File: config.mk
export PLATFORM = sky130hd
export DESIGN_NAME = ncr_decoder
export DESIGN_NICKNAME = d
export VERILOG_FILES = /design/src/rtl/ncr_pkg.sv /design/src/rtl/ncr_cfg_regs.sv /design/src/rtl/ncr_win_match.sv /design/src/rtl/ncr_hold_flush.sv /design/src/rtl/ncr_decoder.sv
export SDC_FILE = /design/constraint.sdc
export NUM_CORES = 1
export LEC_CHECK = 0
export ABC_AREA = 1
export BUFFER_PORTS_ARGS = -buffer_cell sky130_fd_sc_hd__buf_2
export CORE_MARGIN = 2
export CORE_UTILIZATION = 25
export CTS_BUF_LIST = sky130_fd_sc_hd__clkbuf_16
export DETAILED_ROUTE_END_ITERATION = 8
export GPL_TIMING_DRIVEN = 1
export PLACE_DENSITY = 0.42
export SETUP_SLACK_MARGIN = 0.1
export SLEW_MARGIN = 10
export SYNTH_ARGS = -nofsm -noshare
export SYNTH_HDL_FRONTEND = slang
export SYNTH_HIERARCHICAL = 1
export SYNTH_SLANG_ARGS = --single-unit
File: constraint.sdc
create_clock -name clk -period 3.25 [get_ports clk]
set_input_delay 0.4875 -clock clk [delete_from_list [all_inputs] [get_ports clk]]
set_output_delay 0.4875 -clock clk [all_outputs]
set_load 0.1 [all_outputs]
File: src/rtl/ncr_pkg.sv
package ncr_pkg;
  localparam int ADDR_W   = 32;
  localparam int PAGE_SH  = 12;
  localparam int PAGE_W   = ADDR_W - PAGE_SH;
  localparam int CODE_W   = 4;
  localparam int DATA_W   = PAGE_W + CODE_W;
  localparam int IDX_W    = 3;
  localparam int N_WIN    = 4;

  localparam logic [CODE_W-1:0] CODE_OFF = '0;
  localparam logic [CODE_W-1:0] CODE_ALL = '1;

  typedef struct packed {
    logic flush_on_hold;
    logic direct_map;
    logic mb_skip;
    logic legacy_skip;
  } ctl_t;

  // Mask of the base bits that take part in the compare for a size code.
  function automatic logic [PAGE_W-1:0] keep_mask(input logic [CODE_W-1:0] code);
    logic [PAGE_W-1:0] m;
    if (code == CODE_OFF)      m = '1;
    else if (code == CODE_ALL) m = '0;
    else                       m = ~((PAGE_W'(1) << (code - CODE_W'(1))) - PAGE_W'(1));
    return m;
  endfunction

  function automatic logic win_hit(input logic [PAGE_W-1:0] page,
                                   input logic [PAGE_W-1:0] base,
                                   input logic [CODE_W-1:0] code);
    logic h;
    if (code == CODE_OFF)      h = 1'b0;
    else if (code == CODE_ALL) h = 1'b1;
    else                       h = (((page ^ base) & keep_mask(code)) == '0);
    return h;
  endfunction

  // Fixed legacy area 000A0000..000FFFFF.
  function automatic logic in_legacy(input logic [ADDR_W-1:0] a);
    return (a[ADDR_W-1:20] == '0) && (a[19:16] >= 4'hA);
  endfunction

  // First 64 KB after each 1 MB boundary.
  function automatic logic in_mb_head(input logic [ADDR_W-1:0] a);
    return a[19:16] == 4'h0;
  endfunction
endpackage

File: src/rtl/ncr_cfg_regs.sv
module ncr_cfg_regs
  import ncr_pkg::*;
(
  input  logic                           clk,
  input  logic                           rst_n,
  input  logic                           wr_en,
  input  logic [IDX_W-1:0]               wr_idx,
  input  logic [DATA_W-1:0]              wr_data,
  input  logic [IDX_W-1:0]               rd_idx,
  output logic [DATA_W-1:0]              rd_data,
  output ctl_t                           ctl,
  output logic [N_WIN-1:0][PAGE_W-1:0]   win_base,
  output logic [N_WIN-1:0][CODE_W-1:0]   win_code
);
  localparam logic [PAGE_W-1:0] RST_BASE1 = PAGE_W'(20'h000A0);
  localparam logic [CODE_W-1:0] RST_CODE1 = CODE_W'(4'h6);

  logic [CODE_W-1:0] new_code;
  logic [PAGE_W-1:0] new_base;
  assign new_code = wr_data[CODE_W-1:0];
  assign new_base = wr_data[DATA_W-1:CODE_W] & keep_mask(new_code);

  always_ff @(posedge clk) begin
    if (!rst_n) ctl <= '0;
    else if (wr_en && wr_idx == '0) ctl <= ctl_t'(wr_data[3:0]);
  end

  for (genvar w = 0; w < N_WIN; w++) begin : g_win
    localparam logic [IDX_W-1:0] MY_IDX = IDX_W'(w + 1);
    always_ff @(posedge clk) begin
      if (!rst_n) begin
        win_base[w] <= (w == 0) ? RST_BASE1 : '0;
        win_code[w] <= (w == 0) ? RST_CODE1 : '0;
      end else if (wr_en && wr_idx == MY_IDX) begin
        win_base[w] <= new_base;
        win_code[w] <= new_code;
      end
    end
  end

  always_comb begin
    rd_data = '0;
    if (rd_idx == '0) begin
      rd_data[3:0] = ctl;
    end else begin
      for (int w = 0; w < N_WIN; w++)
        if (rd_idx == IDX_W'(w + 1)) rd_data = {win_base[w], win_code[w]};
    end
  end
endmodule

File: src/rtl/ncr_win_match.sv
module ncr_win_match
  import ncr_pkg::*;
(
  input  logic [ADDR_W-1:0] addr,
  input  logic [PAGE_W-1:0] base,
  input  logic [CODE_W-1:0] code,
  output logic              hit
);
  assign hit = win_hit(addr[ADDR_W-1:PAGE_SH], base, code);
endmodule

File: src/rtl/ncr_hold_flush.sv
module ncr_hold_flush (
  input  logic clk,
  input  logic rst_n,
  input  logic enable,
  input  logic hold_ack,
  output logic flush_req
);
  logic hold_q;
  always_ff @(posedge clk) begin
    if (!rst_n) begin
      hold_q    <= 1'b0;
      flush_req <= 1'b0;
    end else begin
      hold_q    <= hold_ack;
      flush_req <= enable && hold_ack && !hold_q;
    end
  end
endmodule

File: src/rtl/ncr_decoder.sv
module ncr_decoder
  import ncr_pkg::*;
(
  input  logic              clk,
  input  logic              rst_n,
  input  logic              wr_en,
  input  logic [2:0]        wr_idx,
  input  logic [23:0]       wr_data,
  input  logic [2:0]        rd_idx,
  output logic [23:0]       rd_data,
  input  logic [31:0]       addr,
  input  logic              cache_dis,
  output logic              cacheable,
  input  logic              hold_ack,
  output logic              flush_req
);
  ctl_t                          ctl;
  logic [N_WIN-1:0][PAGE_W-1:0]  win_base;
  logic [N_WIN-1:0][CODE_W-1:0]  win_code;
  logic [N_WIN-1:0]              win_hits;
  logic                          any_win_hit;
  logic                          legacy_hit;
  logic                          mb_hit;
  logic [3:0]                    ctl_bits;
  logic                          whole_space_off;

  ncr_cfg_regs u_regs (
    .clk(clk), .rst_n(rst_n), .wr_en(wr_en), .wr_idx(wr_idx), .wr_data(wr_data),
    .rd_idx(rd_idx), .rd_data(rd_data), .ctl(ctl),
    .win_base(win_base), .win_code(win_code)
  );

  for (genvar w = 0; w < N_WIN; w++) begin : g_match
    ncr_win_match u_m (
      .addr(addr), .base(win_base[w]), .code(win_code[w]), .hit(win_hits[w])
    );
  end

  always_comb begin
    whole_space_off = 1'b0;
    for (int w = 0; w < N_WIN; w++)
      if (win_code[w] == CODE_ALL) whole_space_off = 1'b1;
  end

  assign ctl_bits    = ctl;
  assign any_win_hit = |win_hits;
  assign legacy_hit  = ctl.legacy_skip && in_legacy(addr);
  assign mb_hit      = ctl.mb_skip && in_mb_head(addr);
  assign cacheable   = !cache_dis && !any_win_hit && !legacy_hit && !mb_hit;

  ncr_hold_flush u_flush (
    .clk(clk), .rst_n(rst_n), .enable(ctl.flush_on_hold),
    .hold_ack(hold_ack), .flush_req(flush_req)
  );
endmodule

; Word level (Yosys, flattened, before mapping)
; Cells that the tools add are included.
; W data, S select, Z words.
[totals]
regBits = 102
inputBits = 67
[classes]
n_addsub = 10
magnitude_cmp = 1
eq_ne = 13
shift = 5
n_mux = 24
n_bitwise = 14
reduce_logical = 32
[ops]
columns = op, count
row1 = $mux W20, 11
row2 = $and A20 B20 Y20, 5
row3 = $not A20 Y20, 5
row4 = $shl A1 B4 Y20 const A, 5
row5 = $sub A20 B2 Y20 const B, 5
row6 = $mux W24, 4
row7 = $logic_not A20 Y1, 4
row8 = $xor A20 B20 Y20, 4
row9 = $logic_not A4 Y1, 6
row10 = $eq A4 B4 Y1 const B, 5
row11 = $sub A4 B1 Y4 const B, 5
row12 = $logic_and A1 B1 Y1, 13
row13 = $eq A3 B2 Y1 const B, 4
row14 = $logic_not A12 Y1, 1
row15 = $mux W1, 8
row16 = $eq A3 B1 Y1 const B, 2
row17 = $eq A3 B3 Y1 const B, 2
row18 = $logic_not A3 Y1, 2
row19 = $logic_not A1 Y1, 5
row20 = $ge A4 B4 Y1 const B, 1
row21 = $mux W4, 1
row22 = $reduce_or A4 Y1, 1

; Logic depth before layout (Yosys ltp)
[depth]
depth_word = 15
mapped_depth = 20
mapped_depth_nobuf = 20

; Modules after synthesis
; Netlist, hierarchy kept.
[modules_own_cells]
columns = mod, n_inst, cells_each, area_per_inst_um2, seq_area_each_um2
row1 = ncr_cfg_regs, 1, 558, 4367.9, 2001.9
row2 = ncr_win_match at g_match[1].u_m ..., 3, 155, 709.4, 0.0
row3 = ncr_win_match at g_match[0].u_m, 1, 134, 728.2, 0.0
row4 = ncr_decoder, 1, 27, 110.1, 0.0
row5 = ncr_hold_flush, 1, 7, 58.8, 40.0

; Worst setup path before layout
; OpenSTA, ideal clock, no wires.
[synth_path]
kind = input to output
startpoint = in rd_idx[0]
endpoint = out rd_data[10]
t_arrival_ps = 2742
required_time_ps = 2762
setup_slack_ps = 20
stages = 4
path_buffers = 1
cell_sequence = nor2_1 nand2_1 clkbuf_1 a31oi_1
[synth_via]
elab_chain_len = 6
word_cells_on_any_way = 10
cone_classes = 4 x eq/ne / 5 x mux / 1 x reduce/logical
[synth_rtl]
columns = item, line
row1 = from (decl), ncr_decoder.sv:9  ; input logic [2:0] rd_idx,
row2 = $eq A3 B1 Y1, ncr_cfg_regs.sv:47  ; if (rd_idx == IDX_W'(w + 1)) rd_data = {win_base[w], win_code[w]};
row3 = $mux W24 (4 in series), ncr_cfg_regs.sv:47
row4 = $mux W20 (*), ncr_cfg_regs.sv:43  ; if (rd_idx == '0) begin
row5 = to (decl), ncr_decoder.sv:10  ; output logic [23:0] rd_data,
; Mark *: on every way between the ends. The rest lies on a longest branch, timed or not.

; Worst setup path after layout
[layout_path]
startpoint = reg u_regs/win_code[4] (netlist bit)
endpoint = out cacheable
[layout_via]
elab_chain_len = 15
word_cells_on_any_way = 17
cone_classes = 2 x add/sub / 1 x eq/ne / 1 x shift / 4 x mux / 2 x bitwise / 7 x reduce/logical
[layout_rtl]
columns = item, line
row1 = from (decl), ncr_cfg_regs.sv:13  ; output logic [N_WIN-1:0][CODE_W-1:0] win_code
row2 = "from (signal, indexed assignment)", ncr_cfg_regs.sv:33  ; win_code[w] <= (w == 0) ? RST_CODE1 : '0;
row3 = "from (signal, indexed assignment)", ncr_cfg_regs.sv:36  ; win_code[w] <= new_code;
row4 = $sub A4 B1 Y4, ncr_pkg.sv:25  ; else m = ~((PAGE_W'(1) << (code - CODE_W'(1))) - PAGE_W'(1));
row5 = $shl A1 B4 Y20, ncr_pkg.sv:25
row6 = $sub A20 B2 Y20, ncr_pkg.sv:25
row7 = $not A20 Y20, ncr_pkg.sv:25
row8 = $mux W20, ncr_pkg.sv:34  ; else if (code == CODE_ALL) h = 1'b1;
row9 = $mux W20, ncr_pkg.sv:33  ; if (code == CODE_OFF) h = 1'b0;
row10 = $and A20 B20 Y20, ncr_pkg.sv:35  ; else h = (((page ^ base) & keep_mask(code)) == '0);
row11 = $logic_not A20 Y1, ncr_pkg.sv:35
row12 = $mux W1, ncr_pkg.sv:34
row13 = $mux W1 (*), ncr_pkg.sv:33
row14 = net win_hits[1], ncr_decoder.sv:20  ; logic [N_WIN-1:0] win_hits;
row15 = $reduce_or A4 Y1 (*), ncr_decoder.sv:46  ; assign any_win_hit = |win_hits;
row16 = $logic_not A1 Y1 (*), ncr_decoder.sv:49  ; assign cacheable = !cache_dis && !any_win_hit && !legacy_hit && !mb_hit;
row17 = $logic_and A1 B1 Y1 (*) (3 in series), ncr_decoder.sv:49
row18 = to (decl), ncr_decoder.sv:13  ; output logic cacheable,
; The timed path passes the listed nets; every way through them passes the cells marked *. The select of a mux whose other input is x is not followed.

==> flow_summary.ini <==
[status]
status = completed

[final_layout]
nets = 1342
fillers = 3246
final_util = 0.315
mostFrequentLayoutCells = 288 x nand2_1, 114 x inv_1, 112 x o21ai_0, 110 x nor2_1, 107 x a21oi_1
drive_above_1_share = 0.184
antenna_cells = 0
mostFrequentLayoutCell = nand2_1
area_growth_pct = 23.1

[clock_tree]
clkTransAtPathRegs_ns = 0.08
numClockSinks = 102
cts_root_buf = clkbuf_16
tritoncts = yes
holdBufCountCts = 0
clockBufferDepth = 2
numCtsBuffers = 9
worstSkewPairLatency_ns = 0.36
htreeDepth = 3

[setup_path]
crit_path_end = cacheable
cp.arrival_ns = 2.53
crit-reg2reg-capture = u_regs/win_code[5]
path_max_fanout = 3
setup.worst_path.start = u_regs/win_code[4]
rr_startpoint = u_regs/win_code[5]
cp.required_ns = 2.76
worstRegToRegCells = 3
worstSetupStartpointType = flop
path_class = flop to output port
reg2reg_setup_slack_ns = 2.32
critPathCaptureType = output port

[flow_run]
drv_cap = 0

[global_routing]
grt_start_max_net_pins = 49
first_global_vias = 7311
grt_overflow_total = 0
track_usage = 0.197
antenna_found_initial = 0
grt_first_pass_wirelength_mm = 45.6

[hold_path]
hp-class = primary input to flop

[sta]
drv_slew = 0
fin_crit_sh = 0.927
setup_tns_ns = 0
final-setup-viol-count = 0
max_slew_margin = 0.469
fmax_mhz = 332
rsz0062_at_grt = yes
hold_viol = 0
layout_min_cycle_time_ns = 3.01
worst_slew_pin_slew_ns = 0.793
setup_ws_ns = 0.236
finClkSkew_ns = 0.000217

[routing]
antenna_left = 0
drc = 0
drtIter0Drc = 685
drt-total-wl_mm = 30.6
drt_first_pass_iters = 5
route.vias.total = 8016
wire_per_inst_um = 18.5
routed_via_density = 4.83

[synthesis]
ys_ff_latch = 102
syn-instance-count = 1191
yosys_warnings = 6
synthesis.nets = 1263
postSynthAreaPerCell_sq_um = 6.21
ys_seq_area_frac = 0.276
synthDistinctLibCells = 37
syn_area_sq_mm = 0.00739

[floorplanning]
rows = 62
core_sq_mm = 0.0289
die_h_um = 176
start_util = 0.256
dieArea_sq_mm = 0.0310
pin_count = 93
die_w_um = 176

[placement]
io_buffers = 80
pre_cts_ws_ns = 0.353
globalplace.congestion = 0.910
dp_hpwl_mm = 23.6

[power_and_ir_drop]
max-vdd-ir-drop_uv = 238
power.density_mw_per_mm2 = 366
power.leakage_nw = 4.21
critical path, stage by stage (launching register included):
cell	delay (ns)
dfxtp_1	0.35
inv_2	0.06
nor2_4	0.11
nand2_2	0.08
ha_4	0.29
nand2_1	0.06
nor2_2	0.15
nor2_2	0.08
nand2_1	0.08
nor2_2	0.05
nand3_1	0.08
nor2_1	0.04
nand2_1	0.05
nand2_1	0.06
nor2_2	0.12
nand3b_1	0.08
nor2_1	0.10
nand2_1	0.09
inv_2	0.08
buf_12	0.17
power breakdown:
part | internal, W | total (W) | leakage [nW] | switching (W)
sequential | 0.00129 | 0.00133 | 0.832 | 0.0000437
clock | 0.000539 | 0.00110 | 0.139 | 0.000562
combinational | 0.000287 | 0.000898 | 3.24 | 0.000611
total | 0.00212 | 0.00333 | 4.21 | 0.00122
repair_timing:
item,4_1_cts,5_1_grt
pin swaps,3,16
resized for setup,10,46
buffers inserted,2,8
endpoints found under the setup margin,1,1
worst min-delay path by stage:
stage	start	endpoint	slack, ns	cells after the start
after floorplan	u_regs/ctl[3]	u_flush/flush_req	0.43	2
after global placement	u_flush/hold_q	u_flush/flush_req	0.46	3
after detailed placement	u_flush/hold_q	u_flush/flush_req	0.45	3
after CTS	hold_ack	u_flush/hold_q	0.30	3
after global routing	hold_ack	u_flush/hold_q	0.31	3
final	hold_ack	u_flush/hold_q	0.32	3
per-layer routing:
metal  global-route usage  share of wire  vias up
li1                     -              -     4072
met5                    0              0        -
met4               0.0510          0.021        0
met1                0.275           0.48     3703
met2                0.315           0.45      212
met3               0.0310          0.047       29
final cells by class:
type,count,area (sq um),share of cell area
clock buffers,9,225,0.0247
clock inverters,7,62.6,0.00687
inverters,135,523,0.0575
multi-input cells,897,4610,0.506
flip-flops and latches,102,2060,0.226
well taps,384,480,0.0528
repair buffers,125,1140,0.125
kinds of logic after synthesis:
group / synth area share
AOI/OAI and AO/OA: 0.210
xor gates and xnor gates: 0.0545
adders and majority gates: 0.00846
buffers and inverters: 0.121
DFF: 0.276
and+or+nand+nor: 0.330
flip-flops by register name (all words and copies together), names as in the netlist:
name               cells
u_flush/hold_q         1
u_regs/win_base       80
u_flush/flush_req      1
u_regs/ctl             4
u_regs/win_code       16
cell usage after synthesis:
master / instances / area share
nor2_4: 5 / 0.0076
clkinv_2: 1 / 0.00068
nand3_1: 83 / 0.056
clkinv_1: 1 / 0.00051
a221oi_1: 4 / 0.0047
nor3_1: 2 / 0.0014
a31oi_1: 23 / 0.019
a21oi_1: 107 / 0.072
clkbuf_1: 25 / 0.013
xor2_1: 35 / 0.041
o31ai_1: 1 / 0.0010
nand4_1: 19 / 0.016
or2_2: 1 / 0.00085
inv_1: 122 / 0.062
o2111ai_1: 2 / 0.0024
xnor2_1: 11 / 0.013
nor3_2: 1 / 0.0014
o21ai_0: 113 / 0.076
nor2_1: 129 / 0.065
nor2_2: 7 / 0.0059
a32oi_1: 20 / 0.024
ha_1: 5 / 0.0085
o211ai_1: 6 / 0.0061
inv_4: 2 / 0.0017
nand3b_1: 1 / 0.0010
buf_6: 17 / 0.026
nor2_8: 1 / 0.0027
buf_2: 10 / 0.0068
dfxtp_1: 102 / 0.28
nand2_1: 293 / 0.15
buf_8: 1 / 0.0020
nand2_2: 17 / 0.014
inv_2: 9 / 0.0046
o21ai_1: 5 / 0.0034
buf_4: 4 / 0.0041
nand3_2: 3 / 0.0041
nand2_4: 3 / 0.0046
stage by stage:
stage | hold slack (ns) | cells | total power (W) | area, sq um
finish | 0.318 | 1659 | 0.00333 | 9100
floorplan | 0.427 | 1191 | 0.00189 | 7390
CTS | 0.303 | 1651 | 0.00335 | 8910
global placement | 0.459 | 1633 | 0.00224 | 8590
global route | 0.314 | 1659 | 0.00348 | 9100
detailed placement | 0.453 | 1633 | 0.00224 | 8590
Note: power is estimated with default switching activity, not from simulation.
